[config.mk]
export PLATFORM = sky130hd
export DESIGN_NAME = irq_prio_arbiter
export DESIGN_NICKNAME = d
export VERILOG_FILES = /design/src/rtl/ipa_pkg.sv /design/src/rtl/ipa_prio_regs.sv /design/src/rtl/ipa_select.sv /design/src/rtl/irq_prio_arbiter.sv
export SDC_FILE = /design/constraint.sdc
export NUM_CORES = 1
export LEC_CHECK = 0
export ABC_AREA = 0
export BUFFER_PORTS_ARGS = -buffer_cell sky130_fd_sc_hd__buf_2
export CAP_MARGIN = 20
export CELL_PAD_IN_SITES_DETAIL_PLACEMENT = 1
export CELL_PAD_IN_SITES_GLOBAL_PLACEMENT = 1
export CORE_ASPECT_RATIO = 1.1
export CORE_UTILIZATION = 25
export CTS_BUF_LIST = sky130_fd_sc_hd__clkbuf_8
export DETAILED_ROUTE_END_ITERATION = 8
export GPL_ROUTABILITY_DRIVEN = 0
export GPL_TIMING_DRIVEN = 0
export PLACE_DENSITY_LB_ADDON = 0.1
export SLEW_MARGIN = 20
export SYNTH_ARGS = -nofsm -noshare
export SYNTH_HDL_FRONTEND = slang
export SYNTH_SLANG_ARGS = --single-unit
[constraint.sdc]
create_clock -name clk -period 5.52 [get_ports clk]
set_input_delay 0.276 -clock clk [delete_from_list [all_inputs] [get_ports clk]]
set_output_delay 0.276 -clock clk [all_outputs]
set_load 0.1 [all_outputs]
[src/rtl/ipa_pkg.sv]
package ipa_pkg;
    localparam int LVL_W  = 2;
    localparam int CUR_W  = 3;
    localparam int VEC_W  = 6;
    localparam int IRQ_EXC_BASE = 16;
    localparam int NMI_EXC_NUM  = 2;
    localparam int THREAD_LVL   = 4;

    typedef logic [LVL_W-1:0] lvl_t;
    typedef logic [CUR_W-1:0] cur_t;
    typedef logic [VEC_W-1:0] vec_t;
endpackage

[src/rtl/ipa_prio_regs.sv]
module ipa_prio_regs
    import ipa_pkg::*;
#(
    parameter int NUM_IRQ  = 32,
    parameter int ADDR_W   = 12,
    parameter int LVL_BASE = 'h400,
    parameter int MASK_OFS = 'h420
) (
    input  logic                    clk,
    input  logic                    rst_n,
    input  logic                    wr_en,
    input  logic [ADDR_W-1:0]       wr_addr,
    input  logic [31:0]             wr_data,
    input  logic [ADDR_W-1:0]       rd_addr,
    output logic [31:0]             rd_data,
    output logic [NUM_IRQ*LVL_W-1:0] lvl_flat,
    output logic                    mask_q
);
    localparam int WORDS  = NUM_IRQ / 4;
    localparam int WIDX_W = (WORDS > 1) ? $clog2(WORDS) : 1;
    localparam logic [ADDR_W-1:0] BASE_A = ADDR_W'(LVL_BASE);
    localparam logic [ADDR_W-1:0] END_A  = ADDR_W'(LVL_BASE + 4 * WORDS);
    localparam logic [ADDR_W-1:0] MASK_A = ADDR_W'(MASK_OFS);

    logic [ADDR_W-1:0] wr_off, rd_off;
    logic              wr_word_hit, rd_word_hit, wr_mask_hit;
    logic [WIDX_W-1:0] wr_idx, rd_idx;
    lvl_t              lvl_q [NUM_IRQ];

    always_comb begin
        wr_off      = wr_addr - BASE_A;
        rd_off      = rd_addr - BASE_A;
        wr_idx      = wr_off[WIDX_W+1:2];
        rd_idx      = rd_off[WIDX_W+1:2];
        wr_word_hit = wr_en && (wr_addr[1:0] == 2'b00) && (wr_addr >= BASE_A) && (wr_addr < END_A);
        rd_word_hit = (rd_addr[1:0] == 2'b00) && (rd_addr >= BASE_A) && (rd_addr < END_A);
        wr_mask_hit = wr_en && (wr_addr == MASK_A);
    end

    // One level register per interrupt line; byte lane picks the field.
    for (genvar g = 0; g < NUM_IRQ; g++) begin : g_lvl
        always_ff @(posedge clk) begin
            if (!rst_n) begin
                lvl_q[g] <= '0;
            end else if (wr_word_hit && (wr_idx == WIDX_W'(g / 4))) begin
                lvl_q[g] <= wr_data[8*(g%4)+7 -: LVL_W];
            end
        end
        assign lvl_flat[g*LVL_W +: LVL_W] = lvl_q[g];
    end

    always_ff @(posedge clk) begin
        if (!rst_n) begin
            mask_q <= 1'b0;
        end else if (wr_mask_hit) begin
            mask_q <= wr_data[0];
        end
    end

    always_comb begin
        rd_data = '0;
        if (rd_word_hit) begin
            for (int g = 0; g < NUM_IRQ; g++) begin
                if (rd_idx == WIDX_W'(g / 4)) begin
                    rd_data[8*(g%4)+7 -: LVL_W] = lvl_q[g];
                end
            end
        end else if (rd_addr == MASK_A) begin
            rd_data[0] = mask_q;
        end
    end


    stray_write_chk: assert property (@(posedge clk) disable iff (!rst_n)
        (!wr_word_hit && !wr_mask_hit) |=> ($stable(lvl_flat) && $stable(mask_q)));


    mask_hold_chk: assert property (@(posedge clk) disable iff (!rst_n)
        !wr_mask_hit |=> $stable(mask_q));
endmodule

[src/rtl/ipa_select.sv]
module ipa_select
    import ipa_pkg::*;
#(
    parameter int NUM_IRQ = 32,
    parameter int IDX_W   = $clog2(NUM_IRQ)
) (
    input  logic                     clk,
    input  logic                     rst_n,
    input  logic [NUM_IRQ-1:0]       pend,
    input  logic [NUM_IRQ*LVL_W-1:0] lvl_flat,
    output logic                     found,
    output logic [IDX_W-1:0]         win_idx,
    output lvl_t                     win_lvl
);
    // Linear scan: strict compare keeps the lowest index on ties.
    always_comb begin
        found   = 1'b0;
        win_idx = '0;
        win_lvl = '1;
        for (int i = 0; i < NUM_IRQ; i++) begin
            if (pend[i] && (!found || (lvl_flat[i*LVL_W +: LVL_W] < win_lvl))) begin
                found   = 1'b1;
                win_idx = IDX_W'(i);
                win_lvl = lvl_flat[i*LVL_W +: LVL_W];
            end
        end
    end


    winner_pending_chk: assert property (@(posedge clk) disable iff (!rst_n)
        found |-> pend[win_idx]);


    none_found_chk: assert property (@(posedge clk) disable iff (!rst_n)
        !found |-> (pend == '0));
endmodule

[src/rtl/irq_prio_arbiter.sv]
module irq_prio_arbiter
    import ipa_pkg::*;
#(
    parameter int NUM_IRQ = 32,
    parameter int ADDR_W  = 12
) (
    input  logic               clk,
    input  logic               rst_n,
    input  logic               wr_en,
    input  logic [ADDR_W-1:0]  wr_addr,
    input  logic [31:0]        wr_data,
    input  logic [ADDR_W-1:0]  rd_addr,
    output logic [31:0]        rd_data,
    input  logic [NUM_IRQ-1:0] irq_pend,
    input  logic               nmi_pend,
    input  logic [2:0]         cur_level,
    output logic [5:0]         pend_vec,
    output logic               pend_any,
    output logic               preempt_req
);
    localparam int IDX_W = $clog2(NUM_IRQ);

    logic [NUM_IRQ-1:0]       pend_q;
    logic                     nmi_q;
    cur_t                     cur_q;
    logic [NUM_IRQ*LVL_W-1:0] lvl_flat;
    logic                     mask_q;
    logic                     found;
    logic [IDX_W-1:0]         win_idx;
    lvl_t                     win_lvl;
    cur_t                     eff_lvl;

    always_ff @(posedge clk) begin
        if (!rst_n) begin
            pend_q <= '0;
            nmi_q  <= 1'b0;
            cur_q  <= cur_t'(THREAD_LVL);
        end else begin
            pend_q <= irq_pend;
            nmi_q  <= nmi_pend;
            cur_q  <= cur_level;
        end
    end

    ipa_prio_regs #(
        .NUM_IRQ (NUM_IRQ),
        .ADDR_W  (ADDR_W)
    ) u_regs (
        .clk      (clk),
        .rst_n    (rst_n),
        .wr_en    (wr_en),
        .wr_addr  (wr_addr),
        .wr_data  (wr_data),
        .rd_addr  (rd_addr),
        .rd_data  (rd_data),
        .lvl_flat (lvl_flat),
        .mask_q   (mask_q)
    );

    ipa_select #(
        .NUM_IRQ (NUM_IRQ),
        .IDX_W   (IDX_W)
    ) u_sel (
        .clk      (clk),
        .rst_n    (rst_n),
        .pend     (pend_q),
        .lvl_flat (lvl_flat),
        .found    (found),
        .win_idx  (win_idx),
        .win_lvl  (win_lvl)
    );

    always_comb begin
        if (mask_q)        eff_lvl = '0;
        else if (cur_q[2]) eff_lvl = cur_t'(THREAD_LVL);
        else               eff_lvl = cur_q;

        pend_any = nmi_q | found;
        if (nmi_q) begin
            pend_vec    = 6'(NMI_EXC_NUM);
            preempt_req = 1'b1;
        end else if (found) begin
            pend_vec    = 6'(IRQ_EXC_BASE) + 6'(win_idx);
            preempt_req = ({1'b0, win_lvl} < eff_lvl);
        end else begin
            pend_vec    = '0;
            preempt_req = 1'b0;
        end
    end


    nmi_wins_chk: assert property (@(posedge clk) disable iff (!rst_n)
        nmi_q |-> (pend_vec == 6'd2 && preempt_req));


    idle_out_chk: assert property (@(posedge clk) disable iff (!rst_n)
        !pend_any |-> (pend_vec == 6'd0 && !preempt_req));


    top_level_chk: assert property (@(posedge clk) disable iff (!rst_n)
        (!nmi_q && !mask_q && cur_q == 3'd0) |-> !preempt_req);


    masked_block_chk: assert property (@(posedge clk) disable iff (!rst_n)
        (mask_q && !nmi_q) |-> !preempt_req);


    nmi_latency_chk: assert property (@(posedge clk) disable iff (!rst_n)
        ($past(rst_n) && $past(nmi_pend)) |-> (pend_vec == 6'd2));
endmodule

# Word level (Yosys, flattened, before mapping)
# Memories as Yosys holds them, arrays and structs flattened.
# Index checks and enable logic that the tools add are counted.
# word_totals
latch_bits,0
ramBits,64
out_inout_bits,40
mem_count,1
ff_bits,37
word_cells,400
rom_bits,0
# op_classes
shift,0
n_eq_ne,16
addsub,3
n_div,0
n_lt_le_gt_ge,36
bitwise_logic,33
n_mul,0
reduce_logical,111
n_mux,196
# mem_list
memory,words,width,read_ports,rd_ports_with_merged_regs,wr,line,text
u_regs.lvl_q,32,2,32,0,32,ipa_prio_regs.sv:28,lvl_t lvl_q [NUM_IRQ];
# ops
operator,count
2-to-1 mux 2 bit,102
2-to-1 mux 5 bit,16
< comparator 2 bit,31
2-to-1 mux 1 bit,62
logical AND 1 bit,45
OR 1 bit,33
2-to-1 mux 4 bit,8
logical NOT 1 bit,31
logical OR 1 bit,31
== test 12 x 11 -> 1 bit (second input constant),2
== test 3 bit (second input constant),8
>= comparator 12 x 11 -> 1 bit (second input constant),2
< comparator 12 x 11 -> 1 bit (second input constant),2
2-to-1 mux 3 bit,6
== test 3 x 2 -> 1 bit (second input constant),4
2-to-1 mux 6 bit,2
subtractor 5 x 1 -> 5 bit (second input constant),2
adder 5 x 5 -> 6 bit (first input constant),1
== test 3 x 1 -> 1 bit (second input constant),2
logical NOT 3 bit,2
logical NOT 2 bit,2
< comparator 2 x 3 -> 1 bit,1

# Depth between registers and ports, before layout
# An unclocked memory read counts as a cell.
# logic_depth
depth_word,129
ltp_mapped,25
depth_no_buf,23

# By module
# Synthesis repeated with hierarchy kept, for this count alone.
# unflattened
hier_cells,922
hier_area_um2,7951.4
# by_module_without_submodules
module,cells_each,seq_area_each_um2,area_per_inst_um2,instances
ipa_prio_regs,250,1941.9,3463.3,1
ipa_select,580,0.0,3423.3,1
irq_prio_arbiter,92,720.7,1064.8,1

# Worst setup path before layout
# OpenSTA, ideal clock, no wires.
# synth_path
kind,input to output
startpoint,input port rd_addr[3]
endpoint,output port rd_data[31]
stages,7
slack_ps,-883
t_arrival_ps,6127
required_ps,5244
path_buffers,1
path_cell_list,clkbuf_1 -> clkinv_1 -> nor2_1 -> a22oi_1 -> a21oi_1 -> a21oi_1 -> a2111oi_0
# synth_via
elab_chain_cells,11
# synth_rtl
item,line,text
"start, declared",irq_prio_arbiter.sv:12,"input logic [ADDR_W-1:0] rd_addr,"
subtractor 5 x 1 -> 5 bit,ipa_prio_regs.sv:32,rd_off = rd_addr - BASE_A;
logical NOT 3 bit,ipa_prio_regs.sv:64,if (rd_idx == WIDX_W'(g / 4)) begin
2-to-1 mux 2 bit (8 in series),ipa_prio_regs.sv:64,
2-to-1 mux 2 bit *,ipa_prio_regs.sv:62,if (rd_word_hit) begin
"end, declared",irq_prio_arbiter.sv:13,"output logic [31:0] rd_data,"
# Mark *: on every way between the ends. The rest lies on a longest branch, timed or not.

# Final worst setup path
# layout_path
startpoint,register pend_q[1]
endpoint,output port preempt_req
# layout_via
elab_chain_cells,125
# layout_rtl
item,line,text
"start, declared",irq_prio_arbiter.sv:23,logic [NUM_IRQ-1:0] pend_q;
"start signal, assigned",irq_prio_arbiter.sv:39,pend_q <= irq_pend;
logical AND 1 bit *,ipa_select.sv:21,if (pend[i] && (!found || (lvl_flat[i*LVL_W +: LVL_W] < win_lvl))) begin
2-to-1 mux 2 bit or 2-to-1 mux 1 bit (tied branches),ipa_select.sv:21,
< comparator 2 bit or logical NOT 1 bit (tied branches),ipa_select.sv:21,
logical OR 1 bit,ipa_select.sv:21,
logical AND 1 bit,ipa_select.sv:21,
2-to-1 mux 2 bit or 2-to-1 mux 1 bit (tied branches),ipa_select.sv:21,
< comparator 2 bit or logical NOT 1 bit (tied branches),ipa_select.sv:21,
logical OR 1 bit,ipa_select.sv:21,
[109 not listed],--,
2-to-1 mux 2 bit or 2-to-1 mux 1 bit (tied branches),ipa_select.sv:21,
< comparator 2 bit or logical NOT 1 bit (tied branches),ipa_select.sv:21,
logical OR 1 bit,ipa_select.sv:21,
logical AND 1 bit,ipa_select.sv:21,
2-to-1 mux 2 bit,ipa_select.sv:21,
< comparator 2 x 3 -> 1 bit,irq_prio_arbiter.sv:84,"preempt_req = ({1'b0, win_lvl} < eff_lvl);"
2-to-1 mux 1 bit *,irq_prio_arbiter.sv:82,end else if (found) begin
2-to-1 mux 1 bit *,irq_prio_arbiter.sv:79,if (nmi_q) begin
"end, declared",irq_prio_arbiter.sv:19,output logic preempt_req
# Marks and branches as above.

==> out/qor.yml <==
status:
  status: "complete, but fails checks"
  violations_in_the_final_reports: "setup timing"
synth:
  sequential_cell_area_fraction_in_the_yosys_report: 0.350
  synth-main-ff-cell: "edfxtp_1"
  syn_area_mm2: 0.00761
  ys_top_cells_by_area: "edfxtp_1 (25%), dfxtp_1 (9.7%), and2_1 (8.3%)"
  gate_count_post_synth: 933
  synth.lib_cells_used.distinct: 85
  async_flop_share: 0
  post-synth-top-area-cell: "edfxtp_1"
  yosysWarnings: 0
  post_synth_top_area_share: 0.253
  mean_instance_size_in_the_synthesized_netlist_um2: 8.15
  synth_enable_flop_cells: 64
  synth_seq_cells: 101
cts:
  clk_pin_slew_ns: 0.11
  cts-root-buf: "clkbuf_8"
  clkLatencyLatePin_ns: 0.39
  cts_max_level: 3
  tritoncts.num_buffers: 9
  cts_buffer_depth: 2
  tritoncts: "built"
  clock_sinks: 101
  cts-hold-fix-buffers: 0
global_route:
  via_count_of_the_first_global_routing_pass: 7936
  grt_start_max_net_pins: 17
  global_route.overflow_total: 0
  antenna_found_initial: 0
  grt_use_total: 0.195
  grt_first_pass_wirelength_mm: 45.8
floorplanning:
  io_pins: 135
  floorplan.initialDensity: 0.256
  die_area_mm2: 0.0311
  die_h_um: 185
  fp.coreArea_mm2: 0.0297
  die-width_um: 168
  fp-row-count: 66
timing:
  final.setup.worst_slack_ns: -0.476
  achievable-frequency_ghz: 0.167
  period_needed_ns: 6.00
  hold-worst-slack_ns: 0.0462
  fin_worst_skew_ns: 0
  tightest_slew_ns: 0.968
  setup_viol: 7
  timing_hold_violations_final: 0
  slew_viol_final: 0
  final.period_utilization: 1.09
  setup_repair_after_global_routing_missed_its_margin: "yes"
  worst_slew_margin_rel: 0.351
route:
  remaining_drc_errors: 0
  routed_via_density: 5.22
  drt-total-wl_mm: 30.4
  routed-via-count: 7792
  drt_first_iter_violations: 313
  first_pass_iters: 4
  drt.antenna.violating_nets: 0
  routedWlPerCell_um: 20.4
worst_setup_path:
  longest_individual_stage_delay_on_the_worst_path_ns: 0.60
  critical_path_endpoint_category: "output pin"
  critical_path_peak_fanout: 7
  crit_family: "simple AND/OR/NAND/NOR gates"
  path_buf_inv: 2
  path_cells: "or4_4 > nor4_4 > nand4_1 > or4_4 > or3_4 > or4_4 > or3_4 > nor3_4 > buf_6 > a22o_1 > nand2_1 > a21o_1 > a21oi_2 > a21oi_2 > o211ai_2 > o21ai_1 > ha_2 > o22ai_1 > o31a_2 > buf_8"
  cp_common_cell: "or4_4"
  worst_ep_arrival_time_ns: 5.72
  critPathRequiredTime_ns: 5.24
  worst-setup-path-type: "flop to output pin"
  setup.worst_path.start_class: "flop"
  slowest_stage: "or4_4"
layout:
  diodes: 0
  finish.utilization: 0.339
  final_layout_size_suffix_gt1_frac: 0.290
  design.final.nets: 1211
  area_growth_from_synthesis_to_final_layout_pct: 32.5
placed_design:
  place.detailed.hpwl_mm: 22.7
  place_worst_setup_slack_ns: -1.47
  port_buffers: 85
pwr:
  power.density_mw_per_mm2: 231
  power.leakage_nw: 3.93
  maximum_vdd_drop_uv: 135
job:
  max-cap-violations: 0
worst_hold_path:
  min_delay_worst_type: "input port to flop"
## logic make-up after synthesis
| group | count (synthesis) | share of synthesized area |
|---|---|---|
| simple gates | 429 | 0.307 |
| compound gates | 294 | 0.259 |
| flops | 101 | 0.350 |
| buf+inv | 91 | 0.0566 |
| mux | 13 | 0.0212 |
| fa+ha+maj | 4 | 0.00592 |
| other cells | 1 | 0.000493 |
## cell usage after synthesis, types with 18 or more instances
cell        n
nand2b_1   22
o21ai_0    54
nand3_1    28
buf_4      23
nor2b_1    21
dfxtp_1    37
a21oi_1    54
nor3_1     18
nand2_1    96
o22ai_1    20
clkbuf_1   21
and2_1    101
nor2_1     66
edfxtp_1   64
inv_1      44
o21ai_1    23
## stage by stage
stage / instance area, um2 / power, mW / setup TNS [ns] / std cells
after floorplan: 7690 / 1.41 / -2.26 / 955
after global placement: 8590 / 1.61 / -8.18 / 1414
after detailed placement: 8590 / 1.61 / -7.88 / 1414
after CTS: 9650 / 2.27 / -2.74 / 1474
after global routing: 10100 / 2.44 / -3.82 / 1493
final: 10100 / 2.33 / -2.47 / 1493
## registers in the layout (all words and copies together), names as in the netlist
name	count
pend_q	32
u_regs.lvl_q	64
cur_q	3
u_regs.mask_q	1
nmi_q	1
## report_power, final
part / internal [mW] / leakage (nW) / switching, mW / total, mW
logic: 0.370 / 2.92 / 0.581 / 0.951
registers: 0.839 / 0.920 / 0.0615 / 0.901
clock network: 0.163 / 0.0878 / 0.316 / 0.478
total: 1.37 / 3.93 / 0.959 / 2.33
## layer usage
layer / global-route usage / routed length, um / part of all wire
met2: 0.333 / 14400 / 0.47
met1: 0.259 / 14900 / 0.49
met5: 0 / 0 / 0
met3: 0.0235 / 711 / 0.023
met4: 0.0484 / 389 / 0.013
## cell type report
cell class	count	area [um2]
fill	3579	19700
multi-input combinational	763	5280
sequential	101	2690
timing repair buffer	150	1040
tap	374	468
buffer	44	270
inverter	45	169
clock buffer	9	124
clock inverter	7	45.0
## cell usage in the layout, fill, tap and decap left out, drive strengths merged, types with 12 or more instances in the layout
cell	count
a21oi	54
a31oi	13
and2	101
buf	175
clkbuf	28
conb	23
dfxtp	37
edfxtp	64
inv	46
nand2	96
nand2b	22
nand3	28
nor2	66
nor2b	23
nor3	21
o21ai	78
o22ai	21
o31ai	14
or3	12
## final timing paths
| check | start | endpoint | slack, ns | cells after the start |
|---|---|---|---|---|
| worst min-delay path | cur_level[2] | cur_q[2] | 0.05 | 2 |
| worst max register to register | u_regs.mask_q | u_regs.mask_q | 4.84 | 2 |
| worst max-delay path | pend_q[1] | preempt_req | -0.48 | 20 |
| worst min register to register | u_regs.mask_q | u_regs.mask_q | 0.61 | 2 |
## timing repair
action	in CTS	in global routing
endpoints found under the setup margin	8	7
buffers inserted	45	23
pin swaps	29	42
gates resized for setup	129	64
(Power assumes the default switching activity.)
